--- src/rtl/mtimer_unit.sv ---
module mtimer_unit #(
  parameter int NUM_HARTS = 2
) (
  input  logic                 clk,
  input  logic                 rst_n,
  input  logic                 tick_en,
  input  logic                 bus_req,
  input  logic                 bus_we,
  input  logic [14:0]          bus_addr,
  input  logic [3:0]           bus_be,
  input  logic [31:0]          bus_wdata,
  output logic [31:0]          bus_rdata,
  output logic [NUM_HARTS-1:0] timer_irq
);
  localparam logic [11:0] CNT_SLOT = 12'hFFF;

  logic [63:0]                 mtime_q;
  logic [NUM_HARTS-1:0][63:0]  cmp_q;
  logic [11:0]                 slot;
  logic                        hi_sel, is_cnt, is_cmp, wr;
  logic [31:0]                 rd_val;

  assign slot   = bus_addr[14:3];
  assign hi_sel = bus_addr[2];
  assign is_cnt = slot == CNT_SLOT;
  assign is_cmp = !is_cnt && (int'(slot) < NUM_HARTS);
  assign wr     = bus_req && bus_we;

  function automatic logic [31:0] merge(input logic [31:0] old_w,
                                        input logic [31:0] new_w,
                                        input logic [3:0]  be);
    logic [31:0] r;
    r = old_w;
    for (int b = 0; b < 4; b++)
      if (be[b]) r[8*b +: 8] = new_w[8*b +: 8];
    return r;
  endfunction

  always_ff @(posedge clk) begin
    if (!rst_n)
      mtime_q <= '0;
    else if (wr && is_cnt) begin
      if (hi_sel) mtime_q[63:32] <= merge(mtime_q[63:32], bus_wdata, bus_be);
      else        mtime_q[31:0]  <= merge(mtime_q[31:0],  bus_wdata, bus_be);
    end else if (tick_en)
      mtime_q <= mtime_q + 64'd1;
  end

  for (genvar h = 0; h < NUM_HARTS; h++) begin : g_hart
    logic sel;
    assign sel = is_cmp && (int'(slot) == h);

    always_ff @(posedge clk) begin
      if (!rst_n)
        cmp_q[h] <= '1;
      else if (wr && sel) begin
        if (hi_sel) cmp_q[h][63:32] <= merge(cmp_q[h][63:32], bus_wdata, bus_be);
        else        cmp_q[h][31:0]  <= merge(cmp_q[h][31:0],  bus_wdata, bus_be);
      end
    end

    assign timer_irq[h] = mtime_q >= cmp_q[h];
  end

  always_comb begin
    rd_val = '0;
    if (is_cnt)
      rd_val = hi_sel ? mtime_q[63:32] : mtime_q[31:0];
    else
      for (int h = 0; h < NUM_HARTS; h++)
        if (is_cmp && int'(slot) == h)
          rd_val = hi_sel ? cmp_q[h][63:32] : cmp_q[h][31:0];
  end

  always_ff @(posedge clk) begin
    if (!rst_n) bus_rdata <= '0;
    else        bus_rdata <= (bus_req && !bus_we) ? rd_val : '0;
  end
endmodule

--- config.mk ---
export PLATFORM = sky130hd
export DESIGN_NAME = mtimer_unit
export DESIGN_NICKNAME = d
export VERILOG_FILES = /design/src/rtl/mtimer_unit.sv
export SDC_FILE = /design/constraint.sdc
export NUM_CORES = 1
export LEC_CHECK = 0
export BUFFER_PORTS_ARGS = -buffer_cell sky130_fd_sc_hd__buf_2
export CAP_MARGIN = 0
export CORE_MARGIN = 10
export CORE_UTILIZATION = 39
export DETAILED_ROUTE_END_ITERATION = 6
export PLACE_DENSITY_LB_ADDON = 0.15
export SLEW_MARGIN = 20
export SYNTH_ARGS = -nofsm -noshare
export SYNTH_HDL_FRONTEND = slang
export SYNTH_SLANG_ARGS = --single-unit
--- constraint.sdc ---
create_clock -name clk -period 2.64 [get_ports clk]
set_clock_uncertainty 0.15 [all_clocks]
set_input_delay 0.264 -clock clk [delete_from_list [all_inputs] [get_ports clk]]
set_output_delay 0.264 -clock clk [all_outputs]
set_load 0.1 [all_outputs]
==> metrics <==
Worst Setup End Kind output port; final wirelength 55.7 mm; final setup violation count 3; CTS Buffer Depth 3; reg2reg setup slack -0.07 ns; WP data required 2.23 ns; Slowest cell on crit path dfxtp_1; largest net degree at the start of global routing 186; share of cells above drive strength 1 20.2%; worst r2r path cells 8; Lkg Pwr 8.60 nW; Placer Congestion 0.951; PD cells 433 nW/um2; Initial Util 39.7%; Max Cap Viol 0; number of global-route vias before repair 14400; crit path max fanout 7; Slowest Stage Delay on Critical Path 0.44 ns; CTS tree done; Finished Layout Cells 2511; final core utilization 50.6%; Post-synth EDFFs 0; outcome finished, violations left; 1st-iter DRT viols 1212; net count reported at finish 2216; Max VDD drop 0.000467 V; worst r2r dst mtime_q[52]; RSZ-0062 raised after global routing true; CTS Sinks 224; Via density 5.87; Highest Clock Rate 0.313 GHz; synth unique cells 66; placed cells 2424; grt ovf 0; Final Max Tran Viols 0; syn_area_per_cell 7.99 um2; critical path endpoint timer_irq[1]; PortBufs 87; Post-Syn Nets 1955; H-tree Lvls 1; worst min path class in2reg; sequential fraction of the synthesis area 31.7%; Post-Syn Area 14100 um2; Top cell by count, worst path buf_4; Total GRT Usage 24.5%; Clock transition at path regs 0.07 ns; asr flop ratio synth 0%; Die Width 210 um; final worst path period need 3.19 ns; Die Y 210 um; DP HPWL 40.6 mm; Final Hold Viols 0; ANT cells 0; cell count after synthesis 1770; Arr. time, crit path 2.78 ns; pre-CTS setup slack -0.353 ns; Max-slew headroom 35.8%; Std-Cell Core Area 35700 um2; drt wl/cell 22.2 um; initial antenna violation count 0; Clock Latency Late Sink 0.56 ns; Main synth FF type dfxtp_1; critical path startpoint mtime_q[31]; register bit total from synthesis 224; total die area 44300 um2; Final WS setup -0.551 ns; warnings from Yosys 0; Rows 69; Fin Setup TNS -1.07 ns; first-pass GRT wire length 86.0 mm; period utilization 121%; transition time of the tightest slew-check pin 0.963 ns; Area Growth Syn to Fin 27.5%; clock root cell clkbuf_16; Detail Route Antenna Nets 0; DRC 0; Via Count 14700; Tot Pwr 7.81 mW; Num CTS Buffers 27; Crit Path Category reg2out; CP Cell Sequence ha_1, o21ai_0, a21oi_1, nor2_1, nor3_1, buf_4, nand4_1, buf_4, o21ai_2, buf_12; violated checks negative setup slack; crit path launch type flip-flop; Ports 90; DR pass1 iterations 7; reg2reg start mtime_q[0]
[area by class of cell]
| type | instances | area, um2 |
|---|---|---|
| Sequential cell | 224 | 4500 |
| Inverter | 135 | 507 |
| Clock inverter | 9 | 123 |
| Timing Repair Buffer | 330 | 2450 |
| Clock buffer | 39 | 801 |
| Multi-Input combinational cell | 1313 | 9080 |
| Fill cell | 3499 | 17600 |
| Tap cell | 461 | 577 |
[critical path: cells and delay by family, from the launching register on]
kind,cells,cell delay (ns)
AO/OA/AOI/OAI,3,0.41
adder cells (fa/ha/maj),1,0.36
buffers and inverters,3,0.56
flip-flops,1,0.44
AND/OR/NAND/NOR,3,0.45
[flip-flops by register name (all words and copies together), names as in the netlist]
signal / flops
cmp_q: 128
mtime_q: 64
bus_rdata: 32
[cell usage after synthesis, types with 3 or more instances]
cell type	number	area [um2]
o2111ai_1	4	35.0
a2111oi_0	3	26.3
o22ai_1	41	257
nand2b_1	6	37.5
o32ai_1	6	52.6
and4_1	11	96.3
inv_1	135	507
mux2_2	3	33.8
clkbuf_1	81	304
a32o_1	9	90.1
o41ai_1	4	35.0
a31oi_1	11	68.8
nor4b_1	3	26.3
a21oi_1	97	485
o31a_1	5	43.8
mux2i_1	103	1030
or2_2	3	18.8
a22oi_1	3	22.5
and2_1	12	75.1
nor3_1	29	145
buf_1	16	60.1
a211oi_1	7	52.6
o221a_2	7	78.8
nor4_1	23	144
a211o_1	5	43.8
nand4_1	56	350
a21o_1	12	90.1
a21boi_0	3	22.5
and3_1	13	81.3
o21ai_0	61	305
o31ai_1	16	120
or3_1	7	43.8
o21a_1	37	278
o311ai_0	4	35.0
or4_1	6	45.0
dfxtp_1	224	4480
nand3_1	53	265
a41oi_1	3	26.3
nor2_1	107	402
ha_1	129	1610
nand2_1	246	923
o211ai_1	136	1020
[worst min-delay path by stage]
| stage | cells after the start | slack (ns) | endpoint | start |
|---|---|---|---|---|
| final | 5 | 0.03 | mtime_q[36] | bus_addr[2] |
| after global routing | 5 | 0.04 | mtime_q[36] | bus_addr[2] |
| after CTS | 5 | 0.003 | mtime_q[36] | bus_addr[2] |
| after detailed placement | 2 | 0.36 | cmp_q[88] | cmp_q[88] |
| after global placement | 2 | 0.36 | cmp_q[80] | cmp_q[80] |
| after floorplan | 2 | 0.25 | cmp_q[0] | bus_wdata[0] |
[layer usage]
| layer | global-route usage, % | share of wire [%] |
|---|---|---|
| met5 | 0 | 0 |
| met4 | 7.59 | 2.7 |
| met3 | 2.77 | 5.9 |
| met2 | 40.3 | 46 |
| met1 | 32.8 | 45 |
[cells by family after synthesis]
family / count (synthesis) / share of synthesized area [%]
and+or+nand+nor: 583 / 19.3
AOI/OAI and AO/OA: 494 / 23.8
buffers and inverters: 233 / 6.19
DFF: 224 / 31.7
adders and majority gates: 129 / 11.4
muxes: 106 / 7.52
xor gates and xnor gates: 1 / 0.0619
[where the power goes]
| group | leakage (nW) | switching [mW] | internal (mW) |
|---|---|---|---|
| Sequential | 1.81 | 0.00580 | 3.39 |
| Combinational | 6.33 | 0.298 | 0.171 |
| Clock | 0.457 | 1.57 | 2.38 |
| Total | 8.60 | 1.87 | 5.94 |
[layout by cell type, fill, tap and decap left out, types with 7 or more instances in the layout]
| cell | instances |
|---|---|
| a21o_1 | 12 |
| a21oi_1 | 93 |
| a31oi_1 | 10 |
| a32o_1 | 9 |
| and2_1 | 12 |
| and3_1 | 12 |
| and4_1 | 10 |
| buf_12 | 7 |
| buf_2 | 83 |
| buf_4 | 204 |
| clkbuf_16 | 27 |
| clkbuf_8 | 8 |
| dfxtp_1 | 213 |
| dfxtp_2 | 11 |
| dlygate4sd3_1 | 33 |
| ha_1 | 123 |
| inv_1 | 132 |
| mux2i_1 | 103 |
| nand2_1 | 246 |
| nand3_1 | 52 |
| nand4_1 | 56 |
| nor2_1 | 105 |
| nor3_1 | 27 |
| nor4_1 | 13 |
| o211ai_1 | 136 |
| o21a_1 | 37 |
| o21ai_0 | 56 |
| o221a_2 | 7 |
| o22ai_1 | 41 |
| o31ai_1 | 16 |
[per-stage QoR]
stage	hold WS, ns	cell area [um2]
finish	0.0320	18000
global route	0.0447	18000
CTS	0.00343	17900
detailed placement	0.362	16400
global placement	0.355	16400
floorplan	0.253	14200
[what timing repair did]
item	in CTS	in global routing
pin swaps	17	13
resized for setup	37	29
hold endpoints to repair	141	0
endpoints found under the setup margin	6	13
buffers inserted	4	3
hold buffers	33	0
No activity file was read; power rests on OpenSTA's default activity.
